[src/rtl/wac_pkg.sv]
// Shared encodings for the write-allocate cache controller.
// Assumes nothing beyond IEEE 1800-2017 enum semantics.
package wac_pkg;
    typedef enum logic [1:0] {
        ST_HIT   = 2'd0,
        ST_MISS  = 2'd1,
        ST_RFAIL = 2'd2
    } acc_status_e;

    typedef enum logic [1:0] {
        LN_INVALID  = 2'd0,
        LN_RESERVED = 2'd1,
        LN_VALID    = 2'd2,
        LN_MODIFIED = 2'd3
    } line_state_e;

    typedef enum logic [1:0] {
        DQ_WRITE = 2'd0,
        DQ_READ  = 2'd1,
        DQ_WBACK = 2'd2
    } dq_kind_e;

    localparam int PUSH_SLOTS = 3;
endpackage

[src/rtl/wac_tag_store.sv]
// Set-associative tag and line-state store with per-set age-based LRU.
// Looks up one set per cycle, proposes a victim, applies one line write
// (which also touches LRU) and one fill completion per cycle.
// Assumes WAYS >= 2 and that ages within a set are a permutation.
module wac_tag_store
    import wac_pkg::*;
#(
    parameter int SETS  = 4,
    parameter int WAYS  = 2,
    parameter int TAG_W = 9
) (
    input  logic                     clk,
    input  logic                     rst_n,
    input  logic [$clog2(SETS)-1:0]  lk_set,
    input  logic [TAG_W-1:0]         lk_tag,
    output logic                     hit,
    output logic [$clog2(WAYS)-1:0]  hit_way,
    output line_state_e              hit_state,
    output logic                     vic_ok,
    output logic [$clog2(WAYS)-1:0]  vic_way,
    output line_state_e              vic_state,
    output logic [TAG_W-1:0]         vic_tag,
    input  logic                     wr_en,
    input  logic [$clog2(WAYS)-1:0]  wr_way,
    input  logic [TAG_W-1:0]         wr_tag,
    input  line_state_e              wr_state,
    input  logic                     fl_en,
    input  logic [$clog2(SETS)-1:0]  fl_set,
    input  logic [TAG_W-1:0]         fl_tag
);
    localparam int WAY_W = $clog2(WAYS);
    localparam int AGE_W = WAY_W;

    logic [TAG_W-1:0] tag_q [SETS][WAYS];
    line_state_e      st_q  [SETS][WAYS];
    logic [AGE_W-1:0] age_q [SETS][WAYS];

    // Tag match against non-invalid lines of the looked-up set.
    always_comb begin
        hit       = 1'b0;
        hit_way   = '0;
        hit_state = LN_INVALID;
        for (int w = 0; w < WAYS; w++) begin
            if (st_q[lk_set][w] != LN_INVALID && tag_q[lk_set][w] == lk_tag && !hit) begin
                hit       = 1'b1;
                hit_way   = WAY_W'(w);
                hit_state = st_q[lk_set][w];
            end
        end
    end

    // Victim choice: first invalid way, else oldest way not awaiting a fill.
    always_comb begin
        logic             found_inv;
        logic [AGE_W-1:0] best_age;
        found_inv = 1'b0;
        best_age  = '0;
        vic_ok    = 1'b0;
        vic_way   = '0;
        for (int w = 0; w < WAYS; w++) begin
            if (st_q[lk_set][w] == LN_INVALID && !found_inv) begin
                found_inv = 1'b1;
                vic_ok    = 1'b1;
                vic_way   = WAY_W'(w);
            end
        end
        if (!found_inv) begin
            for (int w = 0; w < WAYS; w++) begin
                if (st_q[lk_set][w] != LN_RESERVED && (!vic_ok || age_q[lk_set][w] > best_age)) begin
                    vic_ok   = 1'b1;
                    vic_way  = WAY_W'(w);
                    best_age = age_q[lk_set][w];
                end
            end
        end
        vic_state = st_q[lk_set][vic_way];
        vic_tag   = tag_q[lk_set][vic_way];
    end

    // Line state, tag and LRU update; fill completion applied last.
    always_ff @(posedge clk) begin
        if (!rst_n) begin
            for (int s = 0; s < SETS; s++) begin
                for (int w = 0; w < WAYS; w++) begin
                    tag_q[s][w] <= '0;
                    st_q[s][w]  <= LN_INVALID;
                    age_q[s][w] <= AGE_W'(w);
                end
            end
        end else begin
            if (wr_en) begin
                tag_q[lk_set][wr_way] <= wr_tag;
                st_q[lk_set][wr_way]  <= wr_state;
                for (int w = 0; w < WAYS; w++) begin
                    if (WAY_W'(w) == wr_way)
                        age_q[lk_set][w] <= '0;
                    else if (age_q[lk_set][w] < age_q[lk_set][wr_way])
                        age_q[lk_set][w] <= age_q[lk_set][w] + 1'b1;
                end
            end
            if (fl_en) begin
                for (int w = 0; w < WAYS; w++) begin
                    if (st_q[fl_set][w] == LN_RESERVED && tag_q[fl_set][w] == fl_tag)
                        st_q[fl_set][w] <= LN_VALID;
                end
            end
        end
    end
endmodule

[src/rtl/wac_miss_table.sv]
// Outstanding-miss table: a block-address CAM with per-entry merge counts.
// Reports whether a looked-up block can take one more request, registers
// an accepted request (merge or allocate) and frees an entry on fill.
// Assumes the caller only asserts take_en when lk_room is high.
module wac_miss_table #(
    parameter int ENTRIES   = 4,
    parameter int MERGE_MAX = 2,
    parameter int BLK_W     = 11
) (
    input  logic             clk,
    input  logic             rst_n,
    input  logic [BLK_W-1:0] lk_blk,
    output logic             lk_hit,
    output logic             lk_room,
    input  logic             take_en,
    input  logic             rel_en,
    input  logic [BLK_W-1:0] rel_blk
);
    localparam int CNT_W = $clog2(MERGE_MAX + 1);
    localparam int IDX_W = (ENTRIES > 1) ? $clog2(ENTRIES) : 1;

    logic             vld_q [ENTRIES];
    logic [BLK_W-1:0] blk_q [ENTRIES];
    logic [CNT_W-1:0] cnt_q [ENTRIES];

    logic [IDX_W-1:0] hit_idx, free_idx, rel_idx;
    logic             free_any, rel_hit;

    // CAM match for lookup and release, plus first free entry.
    always_comb begin
        lk_hit   = 1'b0;
        hit_idx  = '0;
        free_any = 1'b0;
        free_idx = '0;
        rel_hit  = 1'b0;
        rel_idx  = '0;
        for (int e = 0; e < ENTRIES; e++) begin
            if (vld_q[e] && blk_q[e] == lk_blk && !lk_hit) begin
                lk_hit  = 1'b1;
                hit_idx = IDX_W'(e);
            end
            if (!vld_q[e] && !free_any) begin
                free_any = 1'b1;
                free_idx = IDX_W'(e);
            end
            if (vld_q[e] && blk_q[e] == rel_blk && !rel_hit) begin
                rel_hit = 1'b1;
                rel_idx = IDX_W'(e);
            end
        end
        lk_room = lk_hit ? (cnt_q[hit_idx] < CNT_W'(MERGE_MAX)) : free_any;
    end

    // Merge, allocate and release of entries.
    always_ff @(posedge clk) begin
        if (!rst_n) begin
            for (int e = 0; e < ENTRIES; e++) begin
                vld_q[e] <= 1'b0;
                blk_q[e] <= '0;
                cnt_q[e] <= '0;
            end
        end else begin
            if (take_en) begin
                if (lk_hit) begin
                    cnt_q[hit_idx] <= cnt_q[hit_idx] + 1'b1;
                end else if (free_any) begin
                    vld_q[free_idx] <= 1'b1;
                    blk_q[free_idx] <= lk_blk;
                    cnt_q[free_idx] <= CNT_W'(1);
                end
            end
            if (rel_en && rel_hit) begin
                vld_q[rel_idx] <= 1'b0;
                cnt_q[rel_idx] <= '0;
            end
        end
    end
endmodule

[src/rtl/wac_miss_fifo.sv]
// Miss queue taking up to SLOTS ordered pushes and one pop per cycle.
// Valid push slots are packed in slot order behind the tail.
// Assumes DEPTH is a power of two and the caller never overfills it.
module wac_miss_fifo #(
    parameter int DEPTH = 8,
    parameter int BLK_W = 11,
    parameter int SLOTS = 3
) (
    input  logic                       clk,
    input  logic                       rst_n,
    input  logic [SLOTS-1:0]           push_vld,
    input  logic [SLOTS-1:0][1:0]      push_kind,
    input  logic [SLOTS-1:0][BLK_W-1:0] push_blk,
    input  logic                       pop,
    output logic                       head_vld,
    output logic [1:0]                 head_kind,
    output logic [BLK_W-1:0]           head_blk,
    output logic [$clog2(DEPTH+1)-1:0] count
);
    localparam int PTR_W = $clog2(DEPTH);
    localparam int CNT_W = $clog2(DEPTH + 1);

    logic [1:0]       kind_q [DEPTH];
    logic [BLK_W-1:0] blk_q  [DEPTH];
    logic [PTR_W-1:0] rd_ptr, wr_ptr;
    logic [PTR_W-1:0] slot_ptr [SLOTS];
    logic [CNT_W-1:0] n_push;
    logic             do_pop;

    // Position of each valid push slot behind the tail, and push count.
    always_comb begin
        n_push = '0;
        for (int i = 0; i < SLOTS; i++) begin
            slot_ptr[i] = wr_ptr + PTR_W'(n_push);
            if (push_vld[i])
                n_push = n_push + 1'b1;
        end
    end

    assign do_pop    = pop && (count != '0);
    assign head_vld  = (count != '0);
    assign head_kind = kind_q[rd_ptr];
    assign head_blk  = blk_q[rd_ptr];

    // Entry storage writes (data needs no reset).
    always_ff @(posedge clk) begin
        for (int i = 0; i < SLOTS; i++) begin
            if (push_vld[i]) begin
                kind_q[slot_ptr[i]] <= push_kind[i];
                blk_q[slot_ptr[i]]  <= push_blk[i];
            end
        end
    end

    // Pointer and occupancy bookkeeping.
    always_ff @(posedge clk) begin
        if (!rst_n) begin
            rd_ptr <= '0;
            wr_ptr <= '0;
            count  <= '0;
        end else begin
            wr_ptr <= wr_ptr + PTR_W'(n_push);
            rd_ptr <= rd_ptr + PTR_W'(do_pop);
            count  <= count + n_push - CNT_W'(do_pop);
        end
    end
endmodule

[src/rtl/wac_l2_ctrl.sv]
// Access decision logic of a write-back, write-allocate second-level cache.
// Per cycle: one request is classified HIT/MISS/refused against the tag
// store, outstanding-miss table and miss-queue occupancy; accepted misses
// push ordered downstream requests. Response and events are combinational
// in the request cycle; all state changes at the following edge.
// Assumes the requester retries refused requests and that a fill never
// targets the same set as a request in the same cycle.
module wac_l2_ctrl
    import wac_pkg::*;
#(
    parameter int ADDR_W       = 16,
    parameter int LINE_BYTES   = 32,
    parameter int SETS         = 4,
    parameter int WAYS         = 2,
    parameter int MSHR_ENTRIES = 4,
    parameter int MSHR_MERGE   = 2,
    parameter int MQ_DEPTH     = 8,
    localparam int OFF_W       = $clog2(LINE_BYTES),
    localparam int BLK_W       = ADDR_W - OFF_W
) (
    input  logic              clk,
    input  logic              rst_n,
    input  logic              cfg_write_alloc,
    input  logic              req_valid,
    input  logic              req_write,
    input  logic              req_atomic,
    input  logic [ADDR_W-1:0] req_addr,
    output logic              resp_valid,
    output logic [1:0]        resp_status,
    output logic              ev_write_sent,
    output logic              ev_read_sent,
    output logic              ev_wback_sent,
    input  logic              fill_valid,
    input  logic [BLK_W-1:0]  fill_blk,
    output logic              mq_valid,
    output logic [1:0]        mq_kind,
    output logic [BLK_W-1:0]  mq_blk,
    input  logic              mq_pop
);
    localparam int SET_W     = $clog2(SETS);
    localparam int TAG_W     = BLK_W - SET_W;
    localparam int WAY_W     = $clog2(WAYS);
    localparam int MQ_CNT_W  = $clog2(MQ_DEPTH + 1);
    localparam int SLOTS     = PUSH_SLOTS;

    logic [BLK_W-1:0] blk;
    logic [SET_W-1:0] set_idx;
    logic [TAG_W-1:0] tag;

    logic             t_hit, v_ok;
    logic [WAY_W-1:0] t_way, v_way;
    line_state_e      t_state, v_state;
    logic [TAG_W-1:0] v_tag;

    logic             tw_en;
    logic [WAY_W-1:0] tw_way;
    logic [TAG_W-1:0] tw_tag;
    line_state_e      tw_state;

    logic             m_hit, m_room, m_take;

    logic [SLOTS-1:0]            push_vld;
    logic [SLOTS-1:0][1:0]       push_kind;
    logic [SLOTS-1:0][BLK_W-1:0] push_blk;
    logic [MQ_CNT_W-1:0]         q_count;
    logic [MQ_CNT_W-1:0]         free_slots;

    logic        line_ready, mshr_ok, vict_good, wb_needed, rd_needed;
    acc_status_e status;

    assign blk     = req_addr[ADDR_W-1:OFF_W];
    assign set_idx = blk[SET_W-1:0];
    assign tag     = blk[BLK_W-1:SET_W];

    wac_tag_store #(.SETS(SETS), .WAYS(WAYS), .TAG_W(TAG_W)) u_tags (
        .clk(clk), .rst_n(rst_n),
        .lk_set(set_idx), .lk_tag(tag),
        .hit(t_hit), .hit_way(t_way), .hit_state(t_state),
        .vic_ok(v_ok), .vic_way(v_way), .vic_state(v_state), .vic_tag(v_tag),
        .wr_en(tw_en), .wr_way(tw_way), .wr_tag(tw_tag), .wr_state(tw_state),
        .fl_en(fill_valid), .fl_set(fill_blk[SET_W-1:0]), .fl_tag(fill_blk[BLK_W-1:SET_W])
    );

    wac_miss_table #(.ENTRIES(MSHR_ENTRIES), .MERGE_MAX(MSHR_MERGE), .BLK_W(BLK_W)) u_mshr (
        .clk(clk), .rst_n(rst_n),
        .lk_blk(blk), .lk_hit(m_hit), .lk_room(m_room),
        .take_en(m_take), .rel_en(fill_valid), .rel_blk(fill_blk)
    );

    wac_miss_fifo #(.DEPTH(MQ_DEPTH), .BLK_W(BLK_W), .SLOTS(SLOTS)) u_mq (
        .clk(clk), .rst_n(rst_n),
        .push_vld(push_vld), .push_kind(push_kind), .push_blk(push_blk),
        .pop(mq_pop), .head_vld(mq_valid), .head_kind(mq_kind), .head_blk(mq_blk),
        .count(q_count)
    );

    // Admission inputs derived from lookups and queue occupancy.
    always_comb begin
        free_slots = MQ_CNT_W'(MQ_DEPTH) - q_count;
        line_ready = t_hit && (t_state == LN_VALID || t_state == LN_MODIFIED);
        mshr_ok    = m_hit ? m_room : (m_room && (q_count < MQ_CNT_W'(MQ_DEPTH)));
        vict_good  = t_hit || v_ok;
        wb_needed  = !t_hit && (v_state == LN_MODIFIED);
        rd_needed  = !m_hit;
    end

    // Request classification, downstream pushes and state updates.
    always_comb begin
        status    = ST_HIT;
        push_vld  = '0;
        push_kind[0] = DQ_WRITE;
        push_kind[1] = DQ_READ;
        push_kind[2] = DQ_WBACK;
        push_blk[0]  = blk;
        push_blk[1]  = blk;
        push_blk[2]  = {v_tag, set_idx};
        tw_en     = 1'b0;
        tw_way    = t_way;
        tw_tag    = tag;
        tw_state  = t_state;
        m_take    = 1'b0;
        if (req_valid) begin
            if (line_ready) begin
                tw_en = 1'b1;
                if (req_write || req_atomic)
                    tw_state = LN_MODIFIED;
            end else if (req_write && !cfg_write_alloc) begin
                if (free_slots >= MQ_CNT_W'(1)) begin
                    status      = ST_MISS;
                    push_vld[0] = 1'b1;
                end else begin
                    status = ST_RFAIL;
                end
            end else if ((free_slots >= MQ_CNT_W'(req_write ? 3 : 2)) && mshr_ok && vict_good) begin
                status      = ST_MISS;
                push_vld[0] = req_write;
                push_vld[1] = rd_needed;
                push_vld[2] = wb_needed;
                m_take      = 1'b1;
                if (!t_hit) begin
                    tw_en    = 1'b1;
                    tw_way   = v_way;
                    tw_state = LN_RESERVED;
                end
            end else begin
                status = ST_RFAIL;
            end
        end
    end

    assign resp_valid    = req_valid;
    assign resp_status   = status;
    assign ev_write_sent = push_vld[0];
    assign ev_read_sent  = push_vld[1] && !req_write;
    assign ev_wback_sent = push_vld[2];
endmodule

[config.mk]
export PLATFORM = sky130hd
export DESIGN_NAME = wac_l2_ctrl
export DESIGN_NICKNAME = d
export VERILOG_FILES = /design/src/rtl/wac_pkg.sv /design/src/rtl/wac_tag_store.sv /design/src/rtl/wac_miss_table.sv /design/src/rtl/wac_miss_fifo.sv /design/src/rtl/wac_l2_ctrl.sv
export SDC_FILE = /design/constraint.sdc
export NUM_CORES = 1
export LEC_CHECK = 0
export ABC_CLOCK_PERIOD_IN_PS = 6700
export CAP_MARGIN = 20
export CORE_UTILIZATION = 50
export CTS_BUF_LIST = sky130_fd_sc_hd__clkbuf_8
export DETAILED_ROUTE_END_ITERATION = 6
export HOLD_SLACK_MARGIN = 0.1
export PLACE_DENSITY = 0.75
export RECOVER_POWER = 100
export SYNTH_ARGS = -nofsm -noshare
export SYNTH_HDL_FRONTEND = slang
export SYNTH_SLANG_ARGS = --single-unit
[constraint.sdc]
create_clock -name clk -period 6.7 [get_ports clk]
set_input_delay 2.01 -clock clk [delete_from_list [all_inputs] [get_ports clk]]
set_output_delay 2.01 -clock clk [all_outputs]
set_load 0.01 [all_outputs]
# == After elaboration in Yosys (flattened, before gate mapping) ==
# Memories as Yosys holds them, arrays and structs flattened. A register that Yosys moved wholly into a read port is not among the register bits.
# Index checks and enable logic that the tools add are counted.
# word_totals
ff_bits,10
wordCells,302
output_inout_bits,20
mem_count,8
ramBits,256
# mem_list
name,words,width,read_ports,rd_clocked_by_memory_dff,write_ports,line,rtl
u_mq.blk_q,8,11,1,1,3,wac_miss_fifo.sv:24,logic [BLK_W-1:0] blk_q [DEPTH];
u_tags.tag_q,4,18,2,0,4,wac_tag_store.sv:34,logic [TAG_W-1:0] tag_q [SETS][WAYS];
u_mshr.blk_q,4,11,4,0,4,wac_miss_table.sv:23,logic [BLK_W-1:0] blk_q [ENTRIES];
u_mq.kind_q,8,2,1,1,3,wac_miss_fifo.sv:23,logic [1:0] kind_q [DEPTH];
u_tags.st_q,4,4,2,0,4,wac_tag_store.sv:35,line_state_e st_q [SETS][WAYS];
u_mshr.cnt_q,4,2,1,0,4,wac_miss_table.sv:24,logic [CNT_W-1:0] cnt_q [ENTRIES];
2 more memories,n/a,n/a,n/a,n/a,n/a,n/a,
# op_classes
n_mux,171
addsub,12
n_reduce_logical,74
eq_ne,19
bitwise,4
order_cmp,11
# ops
op,n
$mux W1,110
$eq A11 B11 Y1,8
$mux W2,40
$mux W18,3
$eq A9 B9 Y1,4
$mux W9,4
$logic_and A1 B1 Y1,35
$mux W4,6
$logic_not A1 Y1,19
$reduce_or A18 Y1,1
$mux W3,5
$mux W11,1
$reduce_or A11 Y1,1
$demux W9 S1,1
$reduce_or A2 Y1,4
$reduce_or A4 Y1,2
$add A3 B1 Y3,2
$add A3 B3 Y3,2
$eq A2 B2 Y1 const B,3
$logic_or A1 B1 Y1,5
$add A4 B1 Y4 const B,1
$add A4 B4 Y4,1
$eq A2 B1 Y1 const B,2
$ge A2 B2 Y1 const B,2
other kinds (21),29

# == Longest topological paths before layout ==
# Gate-level depths: netlist of the first run.
# An unclocked memory read counts as a cell.
# logic_depth
ltp_word,37
ltp_mapped,23
depth_no_buf,21

# == Hierarchy ==
# From an unflattened synthesis of the first run, not the netlist that was laid out.
# unflattened
hier_cells,1653
hier_area_um2,17485.5
# modules_own_cells
mod,area_each_um2,instances,cells_per_inst
wac_miss_fifo,7795.0,1,820
wac_tag_store,5690.5,1,439
wac_miss_table,3721.1,1,352
wac_l2_ctrl,279.0,1,42

# == Worst setup path after synthesis of the first run ==
# Ideal clock, no wire load.
# synth_path
path_kind,input to register
from,input port req_addr[5]
to,"memory u_mq.blk_q[2][0], enable pin"
t_arrival_ps,6658
path_slack_ps,-353
setup_ps,394
cell_stages,18
t_required_ps,6306
path_cell_list,buf_4 buf_6 mux4_2 xnor2_1 nand2_1 a2111o_1 a21oi_2 nand2_1 or2_1 clkbuf_1 inv_2 nand2_1 ha_1 ha_1 fa_1 xnor2_1 nand2_1 o21ai_0
# synth_rtl
element,line,rtl
start: declaration,wac_l2_ctrl.sv:27,"input logic [ADDR_W-1:0] req_addr,"
end: declaration,wac_miss_fifo.sv:24,

# == Final worst setup path of the first run ==
# layout_path
from,input port req_addr[5]
to,output port resp_status[0]
# layout_via
elab_chain_len,23
# layout_lines
element,line,rtl
$eq A11 B11 Y1,wac_miss_table.sv:38,if (vld_q[e] && blk_q[e] == lk_blk && !lk_hit) begin
$logic_and A1 B1 Y1,wac_miss_table.sv:38,
$mux W1,wac_miss_table.sv:38,
$logic_not A1 Y1,wac_miss_table.sv:38,
$logic_and A1 B1 Y1,wac_miss_table.sv:38,
$mux W1,wac_miss_table.sv:38,
$logic_not A1 Y1,wac_miss_table.sv:38,
$logic_and A1 B1 Y1,wac_miss_table.sv:38,
(+6 left out),n/a,
$mux W1,wac_miss_table.sv:51,lk_room = lk_hit ? (cnt_q[hit_idx] < CNT_W'(MERGE_MAX)) : free_any;
$logic_and A1 B1 Y1,wac_l2_ctrl.sv:101,mshr_ok = m_hit ? m_room : (m_room && (q_count < MQ_CNT_W'(MQ_DEPTH)));
$mux W1,wac_l2_ctrl.sv:101,
$logic_and A1 B1 Y1 (2 in series),wac_l2_ctrl.sv:134,end else if ((free_slots >= MQ_CNT_W'(req_write ? 3 : 2)) && mshr_ok && vict_good) begin
$mux W2,wac_l2_ctrl.sv:134,
$mux W2,wac_l2_ctrl.sv:127,end else if (req_write && !cfg_write_alloc) begin
$mux W2 (*),wac_l2_ctrl.sv:123,if (line_ready) begin
$mux W2 (*),wac_l2_ctrl.sv:122,if (req_valid) begin
end: declaration,wac_l2_ctrl.sv:29,"output logic [1:0] resp_status,"
# Mark *: on every way between the ends. The rest lies on a longest branch, timed or not. The select of a mux whose other input is x is not followed.

==> metrics.txt, run 1 <==
global route hottest layer=met2; routability cong.=0.9360; CP Cell Sequence=buf_8 -> buf_12 -> mux4_2 -> xnor2_1 -> o21ai_1 -> a2111o_1 -> nand3b_1 -> a32oi_2 -> or2_1 -> inv_2 -> buf_4 -> clkdlybuf4s15_2; top_reg_cell synth=edfxtp_1; post-synthesis adder-cell area fraction=1.830%; pre-CTS setup slack=-407.2 ps; vias in the first global route=11,270; Fmax=150.5 MHz; failing checks=design-rule violations; Post-CTS Hold Buffers=0; Synth cell types=74; setup TNS=0 ps; clock sink total=266; Post-Synth XOR/XNOR Area=7.947%; mapped cell area=15,590 um2; max_slew headroom=32.21%; RSZ-0062 raised after global routing=true; final cell utilization of the core=61.18%; Power Dens Cells=268.0 nW/um2; Min Clock Period, post-route=6644 ps; met1 usage=35.09%; max-slew violation count=0; synthesized flop and latch total=266; Synth-to-Final Area Change=20.08%; largest family of logic cells by synthesized area=multiplexers; drt first pass iters=7; Synth warnings=0; CP endpoint kind=output pin; register area share after synthesis=47.72%; Final WS setup=56.37 ps; initial antenna violation count=1; first-pass GRT wire length=63.36 mm; final clock period utilization by the worst path=99.16%; TritonCTS clock tree=done; syn_nets=1,315; clock root buffer=clkbuf_8; crit path max fanout=7; initial core utilization=50.95%; Data arrival, critical path=4630 ps; Max VDD drop=0.0001680 V; EDFF count, synth=211; slowest stage delay, CP=550 ps; die area=31,880 um2; core area=30,590 um2; top cell type by total area after synthesis=edfxtp_1; Final HPWL DP=29.82 mm; non-filler cells, final=1,851; H-tree depth=2; Final Setup Violations=0; cell family with most CP delay=buffers and inverters; ant diodes=0; Via Count=11,180; most common cell after layout, fill and taps aside=edfxtp_1; syn_area_per_cell=12.38 um2; slowest stage cell, crit path=mux4_2; met3 Track Usage GR=5.691%; Hold Fails Final Rpt=0; clock tree buffer depth=3; Nets=1,473; commonest non-fill, non-tap cells in the layout=edfxtp_1 (211), buf_4 (128), and2_1 (115); top post-synthesis cells by area=edfxtp_1 (41%), mux4_2 (9.7%), dfxtp_1 (7.1%); Required @ worst endpoint=4690 ps; vias per std cell=6.040; antenna-violating nets left=0; outcome=complete, but fails checks; Slew @ Worst Pin=1017 ps; Remaining DRCs=13; maxcap violations=0; row count=64; GRT Util Overall=27.05%; I/O pins=55; asr flop ratio synth=0%; port bufs=49; GR Util met2=44.09%; Die H=178.6 um; Cells after Synth=1,259; Die X=178.6 um; fraction of synthesized area in multiplexers=18.34%; crit start category=input port; wire per inst=23.11 um; Synth Area in Simple Gates=13.98%; Cell Count Post-Placement=1,753; Leakage Power=6.953 nW; layout cell share with drive strength beyond 1=30.58%; WS Path Type=input port to output pin; Setup Skew=19.32 ps; hold crit path type=flip-flop to flip-flop; largest net degree at the start of global routing=49; compound-cell area share of the yosys netlist=6.254%; 1st-iter DRT viols=1,242; Total Routed Length=42.77 mm; area share of the largest cell type after synthesis=40.65%; CP bufs+invs=5; clock latency on the worst-skew pair=570 ps; total CTS buffers=46; total grt overflow=0; Worst-path clk slew=60 ps
[per-stage QoR]
stage | power, mW | hold slack, ps | cell area (um2)
after floorplan | 2.942 | 420.0 | 15620
after global placement | 3.474 | 432.4 | 17460
after detailed placement | 3.520 | 436.6 | 17490
after CTS | 5.008 | 449.7 | 18580
after global routing | 5.224 | 473.1 | 18720
final | 5.015 | 448.7 | 18720
[layer usage]
layer	routed length, um	share of wire (%)
met1	17240	40
met2	20230	47
met3	3729	8.7
met4	1569	3.7
met5	0	0
[path summary, 6_finish.rpt]
path | from | to | slack, ps | cells past startpoint
worst max register to register | u_tags.tag_q[3][4] | u_mq.blk_q[6][4] | 1660 | 18
worst min register to register | u_mq.kind_q[2][1] | u_mq.kind_q[2][1] | 450 | 1
worst min-delay path | u_mq.kind_q[2][1] | u_mq.kind_q[2][1] | 450 | 1
worst max-delay path | req_addr[5] | resp_status[0] | 60 | 12
[power by group]
group	internal [mW]	switching, mW	total (mW)
registers	1.94	0.135	2.08
logic	0.760	0.710	1.47
clock network	0.784	0.683	1.47
[Yosys cell counts (8+ instances only)]
master,n
nor3_1,19
nand2b_1,9
and3_1,17
a21oi_1,29
ha_1,18
nand4_1,31
mux2i_1,8
nand2_1,59
or3_1,10
mux2_4,26
nand3_1,17
nor4_1,14
nor2_1,43
clkbuf_1,62
inv_1,35
xnor2_1,109
mux2_2,73
mux4_2,67
and2_1,115
edfxtp_1,211
dfxtp_1,55
o21ai_0,30
nor2b_1,8
buf_2,18
xor2_1,25
a211oi_1,9
[cell families after synthesis]
kind of cell             count (synthesis)
AND/OR/NAND/NOR                        379
flip-flops                             266
multiplexers                           179
AO/OA/AOI/OAI                          142
XOR/XNOR                               138
buffers and inverters                  134
adder cells (fa/ha/maj)                 21
[repair_timing]
action                                  in CTS  in global routing
pin swaps                                   13                 12
gates cloned                                 1                  1
setup buffers                                8                  1
endpoints found under the setup margin       5                  4
resized for setup                           35                 15
[area by class of cell]
| class | instances | area (um2) |
|---|---|---|
| tap | 396 | 495.5 |
| sequential | 266 | 7438 |
| multi-input combinational | 859 | 7701 |
| timing repair buffer | 208 | 2033 |
| clock inverter | 35 | 210.2 |
| inverter | 36 | 135.1 |
| clock buffer | 51 | 701.9 |
| fill | 2369 | 11870 |
[worst reg2reg max path, cell delays in order (launching register included)]
cell,delay [ps]
edfxtp_1,410
mux4_2,490
xnor2_1,160
nand2_1,120
or4_4,560
nand3b_1,220
a32oi_2,110
or2_1,260
inv_2,60
nand2_1,60
buf_4,140
ha_1,310
ha_1,210
fa_1,440
xor2_1,250
nand2_1,140
nor2_1,310
buf_12,190
mux2_2,340
[state kept, by name (all words and copies together) (netlist names)]
name          flops
u_mshr.cnt_q      8
u_mshr.blk_q     44
u_mshr.vld_q      4
u_mq.rd_ptr       3
u_tags.tag_q     72
u_mq.count        4
u_mq.wr_ptr       3
u_tags.age_q      8
u_mq.blk_q       88
u_tags.st_q      16
u_mq.kind_q      16
Power figures use the tool's default switching activity.
==> inputs of run 2 (changes only) <==
--- a/config.mk
+++ b/config.mk
@@ -7,6 +7,7 @@
 export LEC_CHECK = 0
 export ABC_CLOCK_PERIOD_IN_PS = 6700
 export CAP_MARGIN = 20
+export CORE_MARGIN = 4
 export CORE_UTILIZATION = 50
 export CTS_BUF_LIST = sky130_fd_sc_hd__clkbuf_8
 export DETAILED_ROUTE_END_ITERATION = 6
==> run 2 against run 1 <==
The run now ends clean; critical endpoint is now ev_write_sent; wire length increased by 2.4%; register-to-register slack got worse by 240 ps; via count grew 1.5%; critical path depth increased by 1; critical path type unchanged; core utilization up 0.44 points; clock-buffer cell count shrank 4.
==> metrics.txt, run 2 (synthesis results as in run 1) <==
outcome=completed; total grt overflow=0; max-slew violation count=0; non-filler cells, final=1,871; die area=34,060 um2; Synth-to-Final Area Change=21.25%; H-tree depth=2; crit path max fanout=5; Data arrival, critical path=4670 ps; R2R Path End=u_mq.blk_q[6][2]; port bufs=49; final clock period utilization by the worst path=99.75%; worst reg2reg path depth=18; max_slew headroom=21.16%; slowest stage cell, crit path=or4_4; Largest Register=u_mq.blk_q; vias in the first global route=11,140; Leakage Power=7.097 nW; Power Dens Cells=263.7 nW/um2; largest net degree at the start of global routing=49; most common cell after layout, fill and taps aside=edfxtp_1; Total Routed Length=43.81 mm; clock tree buffer depth=3; Cell Count Post-Placement=1,753; clock root buffer=clkbuf_8; I/O pins=55; Max VDD drop=0.0001618 V; RSZ-0062 raised after global routing=true; worst min-delay path endpoint=u_mq.kind_q[6][1]; drt first pass iters=6; Hold Fails Final Rpt=0; Final HPWL DP=29.27 mm; TritonCTS clock tree=done; CP endpoint kind=output pin; Die H=184.6 um; ant diodes=0; Remaining DRCs=0; row count=64; initial antenna violation count=0; Hold Crit Start=u_mq.kind_q[6][1]; r2r setup slk=1420 ps; total CTS buffers=46; WS Path Type=input port to output pin; slowest stage delay, CP=600 ps; Fmax=149.6 MHz; core area=30,670 um2; Setup Skew=36.61 ps; maxcap violations=0; Required @ worst endpoint=4690 ps; final cell utilization of the core=61.62%; clock latency on the worst-skew pair=590 ps; GRT Util Overall=25.20%; hold crit path type=flip-flop to flip-flop; initial core utilization=50.82%; Via Count=11,340; antenna-violating nets left=0; setup TNS=0 ps; multi-input combinational cell area=7772 um2; Worst Hold Depth=1; 1st-iter DRT viols=1,131; layout cell share with drive strength beyond 1=32.27%; commonest non-fill, non-tap cells in the layout=edfxtp_1 (211), buf_4 (151), and2_1 (115); max FFs per register=88; Fillers=2,326; clock sink total=266; CP Cell Sequence=buf_12 -> buf_12 -> mux4_2 -> xnor2_2 -> nand4_1 -> or4_4 -> nand3b_1 -> a32oi_2 -> or2_1 -> inv_2 -> nand2_2 -> inv_2 -> buf_6; Area after DPL=17,450 um2; Min Clock Period, post-route=6683 ps; Die X=184.6 um; top flop regs=u_mq.blk_q (88), u_tags.tag_q (72), u_mshr.blk_q (44); Post-CTS Hold Buffers=0; Final Setup Violations=0; vias per std cell=6.063; Slew @ Worst Pin=1183 ps; crit start category=input port; FF-to-FF Start=u_tags.tag_q[0][2]; wire per inst=23.41 um; Worst-path clk slew=60 ps; Storage cell area=7438 um2; first-pass GRT wire length=65.25 mm; routability cong.=0.9441; Nets=1,494; fin area=18,900 um2
run 2: cell types whose count changed in the layout (fill, tap and decap cells not counted), moves of 2 or more:
cell      change
inv_1         +4
xnor2_1       -6
xnor2_2       +6
clkbuf_2      +2
clkbuf_8      -4
clkinv_1      -3
buf_4        +23
buf_8         -2
run 2: where the power goes:
part	switching (mW)	internal [mW]	total (mW)
sequential	0.0950	1.94	2.04
combinational	0.758	0.761	1.52
clock	0.690	0.736	1.43
total	1.54	3.44	4.98
run 2: layout make-up:
| type | count | area share, % |
|---|---|---|
| multi-input cells | 859 | 41.13 |
| clock buffers | 47 | 3.423 |
| inverters | 36 | 0.7150 |
| clock inverters | 38 | 1.198 |
| well taps | 396 | 2.622 |
| flip-flops and latches | 266 | 39.36 |
| repair buffers | 229 | 11.55 |
run 2: timing repair:
item,CTS,global route
resized for setup,35,35
setup buffers,13,16
setup endpoints to repair,5,15
pin swaps,12,14
gates cloned,2,1
run 2: critical path: cells and delay by family:
| family | cells | cell delay (ps) |
|---|---|---|
| buffers and inverters | 5 | 470 |
| muxes | 1 | 540 |
| AOI/OAI and AO/OA | 1 | 100 |
| xor gates and xnor gates | 1 | 180 |
| and+or+nand+nor | 5 | 1360 |
run 2: worst max-delay path by stage:
stage                     start                to  slack [ps]  depth (start not counted)
floorplan           req_addr[5]  u_mq.blk_q[2][0]         -20                         18
global placement    req_addr[5]     ev_write_sent        -420                         14
detailed placement  req_addr[5]     ev_write_sent        -450                         13
CTS                 req_addr[5]     ev_write_sent         0.9                         13
global route        req_addr[8]    resp_status[1]        -110                         12
finish              req_addr[5]     ev_write_sent          20                         13
run 2: through the flow:
stage	setup slack (ps)	hold slack, ps	total power, mW
6_report	16.92	449.2	4.983
5_1_grt	-110.0	462.0	5.203
4_1_cts	0.9202	449.8	4.934
3_5_place_dp	-453.2	435.7	3.493
2_1_floorplan	-24.21	420.0	2.942
3_3_place_gp	-416.7	432.9	3.453
run 2: layer usage:
| metal | vias up | part of all wire (%) | global-route usage (%) |
|---|---|---|---|
| met5 | - | 0 | 0 |
| met4 | 0 | 4.0 | 9.287 |
| met3 | 134 | 8.8 | 5.309 |
| met2 | 577 | 47 | 40.43 |
| met1 | 5593 | 40 | 34.09 |
| li1 | 5039 | - | - |
